## src/rtl/fdr_pkg.sv

```systemverilog
package fdr_pkg;
  typedef enum logic [2:0] {
    COND_OFF     = 3'd0,
    COND_LE_Q1   = 3'd1,
    COND_LE_HALF = 3'd2,
    COND_LE_Q3   = 3'd3,
    COND_ANY     = 3'd4,
    COND_GE_Q1   = 3'd5,
    COND_GE_HALF = 3'd6,
    COND_GE_Q3   = 3'd7
  } cond_e;

  typedef struct packed {
    logic  en;
    cond_e cond;
  } cfg_t;

  localparam int unsigned EN_BIT = 7;
endpackage

```

## src/rtl/fdr_fifo.sv

```systemverilog
module fdr_fifo #(
  parameter int unsigned DEPTH = 8,
  parameter int unsigned DW    = 8,
  localparam int unsigned AW   = $clog2(DEPTH),
  localparam int unsigned CW   = AW + 1
) (
  input  logic          clk_i,
  input  logic          rst_ni,
  input  logic          push_i,
  input  logic [DW-1:0] push_data_i,
  input  logic          pop_i,
  output logic [DW-1:0] pop_data_o,
  output logic          full_o,
  output logic          empty_o,
  output logic [CW-1:0] count_o
);
  logic [DW-1:0] mem_q [DEPTH];
  logic [AW-1:0] wr_ptr_q, rd_ptr_q;
  logic [CW-1:0] count_q;
  logic          push_ok, pop_ok;

  assign empty_o = (count_q == '0);
  assign full_o  = (count_q == CW'(DEPTH));
  assign pop_ok  = pop_i && !empty_o;
  assign push_ok = push_i && (!full_o || pop_ok);

  always_ff @(posedge clk_i) begin
    if (push_ok) mem_q[wr_ptr_q] <= push_data_i;
  end

  always_ff @(posedge clk_i or negedge rst_ni) begin
    if (!rst_ni) begin
      wr_ptr_q <= '0;
      rd_ptr_q <= '0;
      count_q  <= '0;
    end else begin
      if (push_ok) wr_ptr_q <= wr_ptr_q + 1'b1;
      if (pop_ok)  rd_ptr_q <= rd_ptr_q + 1'b1;
      case ({push_ok, pop_ok})
        2'b10:   count_q <= count_q + 1'b1;
        2'b01:   count_q <= count_q - 1'b1;
        default: count_q <= count_q;
      endcase
    end
  end

  assign pop_data_o = mem_q[rd_ptr_q];
  assign count_o    = count_q;

  AST_NO_OVERFLOW: assert property (@(posedge clk_i) disable iff (!rst_ni)
    count_q <= CW'(DEPTH));
  AST_FULL_PUSH_HOLD: assert property (@(posedge clk_i) disable iff (!rst_ni)
    (full_o && push_i && !pop_i) |=> $stable(count_q));
  AST_EMPTY_POP_HOLD: assert property (@(posedge clk_i) disable iff (!rst_ni)
    (empty_o && pop_i && !push_i) |=> $stable(count_q));
  AST_BOTH_HOLD: assert property (@(posedge clk_i) disable iff (!rst_ni)
    (push_i && pop_i && !empty_o) |=> $stable(count_q));
endmodule

```

## src/rtl/fdr_ctrl_reg.sv

```systemverilog
module fdr_ctrl_reg
  import fdr_pkg::*;
(
  input  logic       clk_i,
  input  logic       rst_ni,
  input  logic       we_i,
  input  logic [7:0] wdata_i,
  output logic [7:0] rdata_o,
  output cfg_t       cfg_o
);
  cfg_t cfg_q;

  always_ff @(posedge clk_i or negedge rst_ni) begin
    if (!rst_ni) begin
      cfg_q <= '{en: 1'b0, cond: COND_OFF};
    end else if (we_i) begin
      cfg_q.en   <= wdata_i[EN_BIT];
      cfg_q.cond <= cond_e'(wdata_i[2:0]);
    end
  end

  // reserved bits 6:3 are not stored
  assign rdata_o = {cfg_q.en, 4'b0000, cfg_q.cond};
  assign cfg_o   = cfg_q;

  AST_CFG_HOLD: assert property (@(posedge clk_i) disable iff (!rst_ni)
    !we_i |=> $stable(cfg_q));
  AST_CFG_LOAD: assert property (@(posedge clk_i) disable iff (!rst_ni)
    we_i |=> (cfg_o.en == $past(wdata_i[EN_BIT])));
endmodule

```

## src/rtl/fdr_req_eval.sv

```systemverilog
module fdr_req_eval
  import fdr_pkg::*;
#(
  parameter int unsigned DEPTH = 8,
  localparam int unsigned CW   = $clog2(DEPTH) + 1,
  localparam int unsigned Q1   = DEPTH / 4,
  localparam int unsigned HALF = DEPTH / 2,
  localparam int unsigned Q3   = 3 * DEPTH / 4
) (
  input  logic          clk_i,
  input  logic          rst_ni,
  input  cfg_t          cfg_i,
  input  logic [CW-1:0] count_i,
  output logic          req_o
);
  logic hit;
  logic req_q;

  always_comb begin
    unique case (cfg_i.cond)
      COND_OFF:     hit = 1'b0;
      COND_LE_Q1:   hit = count_i <= CW'(Q1);
      COND_LE_HALF: hit = count_i <= CW'(HALF);
      COND_LE_Q3:   hit = count_i <= CW'(Q3);
      COND_ANY:     hit = count_i != '0;
      COND_GE_Q1:   hit = count_i >= CW'(Q1);
      COND_GE_HALF: hit = count_i >= CW'(HALF);
      COND_GE_Q3:   hit = count_i >= CW'(Q3);
      default:      hit = 1'b0;
    endcase
  end

  always_ff @(posedge clk_i or negedge rst_ni) begin
    if (!rst_ni) req_q <= 1'b0;
    else         req_q <= cfg_i.en && hit;
  end

  assign req_o = req_q;

  AST_REQ_GATED: assert property (@(posedge clk_i) disable iff (!rst_ni)
    !cfg_i.en |=> !req_o);
  AST_CODE_OFF: assert property (@(posedge clk_i) disable iff (!rst_ni)
    (cfg_i.cond == COND_OFF) |=> !req_o);
  AST_ANY_EMPTY: assert property (@(posedge clk_i) disable iff (!rst_ni)
    (cfg_i.cond == COND_ANY && count_i == '0) |=> !req_o);
  AST_ANY_DATA: assert property (@(posedge clk_i) disable iff (!rst_ni)
    (cfg_i.en && cfg_i.cond == COND_ANY && count_i != '0) |=> req_o);
endmodule

```

## src/rtl/fifo_dma_req.sv

```systemverilog
module fifo_dma_req
  import fdr_pkg::*;
#(
  parameter int unsigned DEPTH = 8,
  localparam int unsigned CW   = $clog2(DEPTH) + 1
) (
  input  logic       clk_i,
  input  logic       rst_ni,
  input  logic       push_i,
  input  logic [7:0] push_data_i,
  input  logic       pop_i,
  output logic [7:0] pop_data_o,
  output logic       full_o,
  output logic       empty_o,
  input  logic       reg_we_i,
  input  logic [7:0] reg_wdata_i,
  output logic [7:0] reg_rdata_o,
  output logic       dma_req_o
);
  cfg_t          cfg;
  logic [CW-1:0] count;

  initial begin
    assert (DEPTH >= 4 && (DEPTH & (DEPTH - 1)) == 0)
      else $error("DEPTH must be a power of two, at least 4");
  end

  fdr_fifo #(.DEPTH(DEPTH), .DW(8)) u_fifo (
    .clk_i, .rst_ni, .push_i, .push_data_i, .pop_i, .pop_data_o,
    .full_o, .empty_o, .count_o(count)
  );

  fdr_ctrl_reg u_reg (
    .clk_i, .rst_ni, .we_i(reg_we_i), .wdata_i(reg_wdata_i),
    .rdata_o(reg_rdata_o), .cfg_o(cfg)
  );

  fdr_req_eval #(.DEPTH(DEPTH)) u_eval (
    .clk_i, .rst_ni, .cfg_i(cfg), .count_i(count), .req_o(dma_req_o)
  );
endmodule

```

## config.mk

```make
export PLATFORM = sky130hd
export DESIGN_NAME = fifo_dma_req
export DESIGN_NICKNAME = d
export VERILOG_FILES = /design/src/rtl/fdr_pkg.sv /design/src/rtl/fdr_fifo.sv /design/src/rtl/fdr_ctrl_reg.sv /design/src/rtl/fdr_req_eval.sv /design/src/rtl/fifo_dma_req.sv
export SDC_FILE = /design/constraint.sdc
export NUM_CORES = 1
export LEC_CHECK = 0
export ABC_AREA = 1
export BUFFER_PORTS_ARGS = -buffer_cell sky130_fd_sc_hd__buf_2
export CAP_MARGIN = 20
export CORE_ASPECT_RATIO = 1.25
export CORE_UTILIZATION = 52
export CTS_CLUSTER_SIZE = 30
export DETAILED_ROUTE_END_ITERATION = 7
export GPL_TIMING_DRIVEN = 1
export PLACE_DENSITY = 0.83
export SLEW_MARGIN = 15
export SYNTH_ARGS = -nofsm -noshare
export SYNTH_HDL_FRONTEND = slang
export SYNTH_SLANG_ARGS = --single-unit
export TNS_END_PERCENT = 100
```

## constraint.sdc

```tcl
create_clock -name clk_i -period 4.6 [get_ports clk_i]
set_input_delay 0.69 -clock clk_i [delete_from_list [all_inputs] [get_ports clk_i]]
set_output_delay 0.69 -clock clk_i [all_outputs]
set_load 0.02 [all_outputs]
```

==> out/results.ini, run 1 <==
[clock_network]
cts_inserted_buffers = 9
postCtsSetupRepairBufs = 0
cts_hold_buf = 0
clock_sinks = 79
cts.repair.resized = 0
h-tree-depth = 3
worstSkewPairLatency_ns = 0.35
clk_pin_slew_ns = 0.07
cts_tree = done
clk_path_buf_depth = 2
clockRootBuffer = clkbuf_8

[global_routing]
met1_usage_pct = 22.9
grt-ovfl-total = 0
grt.met2_usage_pct = 34.3
grt_pass1_wl_mm = 9.90
use_met3_pct = 5.77
grt.busiest_layer = met2
antenna_found_initial = 0
globalRouteTotalUtil_pct = 20.5
grt_pass1_vias = 2196
grt_max_degree = 35

[setup_path]
cp.arrival_ns = 2.16
r2r_slack_ns = 2.53
critPathLaunch = u_fifo.rd_ptr_q[1]
critPathKind = reg -> out
crit_required_ns = 3.91
endpoint_kind = output port
rr_startpoint = u_fifo.count_o[0]
r2r-end = u_fifo.count_o[2]
reg2reg_depth = 11
cp-start-kind = register
cp_max_fo = 34

[synthesis]
synth_cells = 310
yosysWarnings = 0
synthTopCellsByArea = edfxtp_1 56%, dfrtp_1 11%, nor2_1 6.0%
synth_top_area_share_pct = 56.3
ys_seq_area_share_pct = 67.3
synth_cell_types = 25
netlist_area_um2 = 3420
yosys.area.top_type = edfxtp_1
synth-seq-cells = 79
postSynthAreaPerCell_um2 = 11.0

[finish]
antenna_cells = 0
design_area_um2 = 3840
fin_nets = 368
stdcell_count = 431
syn_to_final_growth_pct = 12.3
drive_gt1_share_pct = 18.2

[floorplan]
fp.dieH_um = 92.6
core_um2 = 6250
rows = 32
die_x_um = 74.5
floorplan.die_area_um2 = 6900
io_pins = 40
initial_core_util_pct = 54.7

[power]
power_frac_comb_pct = 34.6
pwr-share-clk_pct = 23.9
p_int_mw = 1.54
swShare_pct = 37.5
p_leak_nw = 1.52
ir_drop_mv = 0.402
p_per_area_nw_per_um2 = 642
p_sw_uw = 923
seq_power_share_pct = 41.5

[outcome]
status = completed

[routing]
routedWlPerCell_um = 14.6
totalWireLength_mm = 6.30
drc = 0
drt-vias-per-instance = 5.27
first_iter_violations = 109
drt.antenna.violating_nets = 0
via_count = 2273
drt-pass1-iter-count = 4

[timing]
rsz0062_at_grt = no
slew_headroom_pct = 28.7
tns_ns = 0
slew_viol_final = 0
clock-skew-final_ns = 0.0102
setup_viol_count_final = 0
period_needed_ns = 2.85
fmax_mhz = 351
tightest_slew_ns = 1.07
fin_crit_sh_pct = 62.0
hold_viol_final = 0

[placed_design]
dpl-instance-area_um2 = 3610
place_inst = 416
dpl.hpwl_mm = 3.94
place_congestion = 0.793
port_buffers = 31

[min_path]
hp-class = in -> async

[run]
drv_cap = 0

power groups by stage:
stage	Clock, mW	Sequential (mW)	Combinational (mW)
after floorplan	0	0.981	0.681
after global placement	0	1.03	0.825
after detailed placement	0	1.03	0.861
after CTS	0.595	1.02	0.863
after global routing	0.619	1.04	0.976
final	0.588	1.02	0.853
how the worst max path moves through the flow:
stage	end	cells past startpoint
finish	pop_data_o[6]	5
global route	pop_data_o[5]	5
CTS	pop_data_o[6]	5
detailed placement	pop_data_o[6]	5
global placement	pop_data_o[6]	5
floorplan	u_fifo.count_o[2]	11
worst max-delay path, cell delays in order, from the launching register on:
cell and delay (ns):
dfrtp_1 1.05, o21ai_0 0.23, o21ai_1 0.20, nand2_1 0.06, nand2_1 0.09, buf_2 0.17
placed cells by master, fill, tap and decap left out, drive strengths merged:
| master | n |
|---|---|
| bufinv | 3 |
| a21oi | 2 |
| nand3 | 6 |
| conb | 4 |
| dfrtp | 15 |
| nor2 | 61 |
| nand4 | 1 |
| xnor2 | 1 |
| nand2 | 57 |
| mux2 | 2 |
| nor4 | 1 |
| or2 | 1 |
| o21ai | 57 |
| edfxtp | 64 |
| clkinv | 2 |
| clkbuf | 11 |
| xor2 | 5 |
| inv | 16 |
| buf | 32 |
| ha | 5 |
per-stage QoR:
step / hold slack [ns] / utilization [%] / worst slack [ns] / power, mW
after global routing: 0.254 / 61.4 / 1.56 / 2.63
after floorplan: 0.394 / - / 2.62 / 1.66
after CTS: 0.233 / 61.4 / 1.70 / 2.48
final: 0.236 / 61.4 / 1.75 / 2.46
after detailed placement: 0.530 / 57.8 / 2.11 / 1.90
after global placement: 0.525 / 57.8 / 2.21 / 1.85
layer usage:
| layer | share of wire, % | up-vias | wire (µm) |
|---|---|---|---|
| met3 | 5.4 | 13 | 343 |
| met2 | 52 | 69 | 3280 |
| li1 | - | 1110 | - |
| met5 | 0 | - | 0 |
| met4 | 2.1 | 0 | 134 |
| met1 | 40 | 1081 | 2540 |
registers in the layout, indices dropped and copies added, names as in the netlist:
register         flops
u_fifo.mem_q        64
u_eval.req_o         1
u_fifo.rd_ptr_q      3
u_reg.cfg_o          4
u_fifo.wr_ptr_q      3
u_fifo.count_o       4
layout make-up:
| cell class | instances | area [µm²] |
|---|---|---|
| fill | 516 | 2410 |
| sequential | 79 | 2300 |
| multi-input combinational | 203 | 981 |
| timing repair buffer | 32 | 163 |
| clock buffer | 11 | 131 |
| tap | 85 | 106 |
| clock inverter | 4 | 95.1 |
| inverter | 17 | 63.8 |
cells by family after synthesis:
| logic type | share of synthesized area [%] |
|---|---|
| flip-flops | 67.3 |
| adder cells (fa/ha/maj) | 1.83 |
| multiplexers | 0.659 |
| XOR/XNOR | 1.54 |
| AND/OR/NAND/NOR | 15.6 |
| AO/OA/AOI/OAI | 8.64 |
| other | 0.110 |
| buffers and inverters | 4.36 |
cells in the mapped netlist:
master	instances
buf_4	6
nand2_1	54
xnor2_1	1
ha_1	5
inv_1	12
nor2_2	6
clkinv_1	1
nand4_2	1
mux2_2	2
nand2_2	2
o21ai_0	29
edfxtp_1	64
nor4_1	1
o21ai_1	28
nand3_2	1
xor2_1	5
nand3_1	5
buf_2	8
conb_1	1
dfrtp_1	15
a21oi_1	2
inv_2	4
or2_4	1
nand2_4	1
nor2_1	55
Note: power is estimated with default switching activity, not from simulation.
==> run 2: changes to the inputs <==
--- a/config.mk
+++ b/config.mk
@@ -13,7 +13,7 @@
 export CTS_CLUSTER_SIZE = 30
 export DETAILED_ROUTE_END_ITERATION = 7
 export GPL_TIMING_DRIVEN = 1
-export PLACE_DENSITY = 0.83
+export PLACE_DENSITY = 0.86
 export SLEW_MARGIN = 15
 export SYNTH_ARGS = -nofsm -noshare
 export SYNTH_HDL_FRONTEND = slang
==> constraint.sdc (replaced) <==
create_clock -name clk_i -period 2.3 [get_ports clk_i]
set_input_delay 0.345 -clock clk_i [delete_from_list [all_inputs] [get_ports clk_i]]
set_output_delay 0.345 -clock clk_i [all_outputs]
set_load 0.02 [all_outputs]
==> out/results.ini, run 2 (same netlist as run 1, synthesis figures left out) <==
[timing]
clock-skew-final_ns = 0.0100
slew_viol_final = 0
setup_viol_count_final = 0
rsz0062_at_grt = no
hold_viol_final = 0
fin_crit_sh_pct = 91.0
fmax_mhz = 478
period_needed_ns = 2.09
slew_headroom_pct = 37.2
tightest_slew_ns = 0.939
tns_ns = 0
fin_ws_ns = 0.207

[floorplan]
initial_core_util_pct = 54.7
rows = 32
core_um2 = 6250
fp.dieH_um = 92.6
die_x_um = 74.5
io_pins = 40
floorplan.die_area_um2 = 6900

[power]
seq_power_share_pct = 40.0
p_leak_nw = 1.53
power_frac_comb_pct = 38.8
p_sw_mw = 1.94
pwr-share-clk_pct = 21.3
p_int_mw = 2.93
ir_drop_mv = 0.727
p_per_area_nw_per_um2 = 1260
p_total_mw = 4.87
swShare_pct = 39.9

[finish]
syn_to_final_growth_pct = 13.0
fin_nets = 373
most-common-layout-cells = 64 x edfxtp_1, 55 x nor2_1, 54 x nand2_1
final_common_cell = edfxtp_1
top_register = u_fifo.mem_q
largest_reg_flops = 64
design_area_um2 = 3860
drive_gt1_share_pct = 19.9
fillers = 491
antenna_cells = 0

[setup_path]
cp.arrival_ns = 1.75
endpoint_kind = output port
path_cells = buf_4, nor2_1, nor2_1, o21ai_0, o21ai_1, nand2_1, nand2_1, buf_2
cp_max_fo = 33
cp-start-kind = register
cpPeakStageDelay_ns = 0.37
crit_required_ns = 1.96
critPathKind = reg -> out
crit_slowest_cell = dfrtp_1

[routing]
drt-vias-per-instance = 5.25
drt.antenna.violating_nets = 0
via_count = 2296
routedWlPerCell_um = 15.0
totalWireLength_mm = 6.56
first_iter_violations = 226
drt-pass1-iter-count = 4
drc = 0

[clock_network]
clk_pin_slew_ns = 0.08
worstSkewPairLatency_ns = 0.35
clock_sinks = 79
cts_tree = done
clockRootBuffer = clkbuf_8
h-tree-depth = 3
postCtsSetupRepairBufs = 0
cts_inserted_buffers = 9
clk_path_buf_depth = 2

[placed_design]
dpl.hpwl_mm = 4.23
place_ws_ns = 0.189
port_buffers = 31
dpl-instance-area_um2 = 3640
place_congestion = 0.760

[global_routing]
grt_pass1_wl_mm = 10.8
globalRouteTotalUtil_pct = 21.7
antenna_found_initial = 0
grt-ovfl-total = 0
grt_pass1_vias = 2288
grt_max_degree = 34

[outcome]
status = completed

[min_path]
hp-class = in -> reg

[run]
drv_cap = 0

[run 2: worst paths after layout]
path,endpoint,slack (ns),depth (start not counted),startpoint
max in group asynchronous,u_fifo.count_o[2],1.60,2,rst_ni
setup reg to reg,u_fifo.count_o[2],0.22,11,u_fifo.count_o[0]
setup / recovery,pop_data_o[7],0.21,8,u_fifo.rd_ptr_q[0]
min in group asynchronous,u_fifo.wr_ptr_q[1],0.44,2,rst_ni
hold / removal,u_reg.cfg_o[1],0.21,3,reg_wdata_i[1]
hold reg to reg,u_fifo.rd_ptr_q[1],0.55,2,u_fifo.rd_ptr_q[1]
[run 2: final cells by class]
type                       count  area, µm²  area share [%]
clock buffer                   9        124            3.21
clock inverter                 7       80.1            2.07
inverter                      17       63.8            1.65
multi-input combinational    203        986            25.5
sequential                    79       2300            59.5
tap                           85        106            2.76
timing repair buffer          37        203            5.25
[run 2: power by group through the flow]
| stage | logic, mW | clock network [mW] | registers, mW |
|---|---|---|---|
| finish | 1.89 | 1.04 | 1.95 |
| global route | 2.13 | 1.11 | 1.97 |
| CTS | 1.90 | 1.05 | 1.94 |
| detailed placement | 1.89 | 0 | 1.97 |
| global placement | 1.80 | 0 | 1.95 |
| floorplan | 1.36 | 0 | 1.96 |
[run 2: worst max-delay path: cells and delay by family (launching register included)]
kind / cells / cell delay (ns)
buf+inv: 2 / 0.49
flops: 1 / 0.37
simple gates: 4 / 0.35
compound gates: 2 / 0.18
[run 2: timing repair]
item                       CTS  global route
setup endpoints to repair    0             1
hold buffers                 1             0
resized for setup            0             1
hold endpoints to repair    15             0
[run 2: metal layers]
metal / wire length (µm) / share of wire, % / up-vias / global-route usage (%)
met5: 0 / 0 / - / 0
li1: - / - / 1124 / -
met1: 2700 / 41 / 1089 / 26.2
met2: 3410 / 52 / 73 / 36.5
met3: 351 / 5.4 / 10 / 4.90
met4: 95 / 1.4 / 0 / 9.75
[run 2: per-stage QoR]
stage	util, %	std cells	hold slack (ns)
6_report	61.8	437	0.205
2_1_floorplan	-	313	0.0494
3_3_place_gp	58.3	420	0.263
4_1_cts	61.7	437	0.196
3_5_place_dp	58.3	420	0.269
5_1_grt	61.8	437	0.213
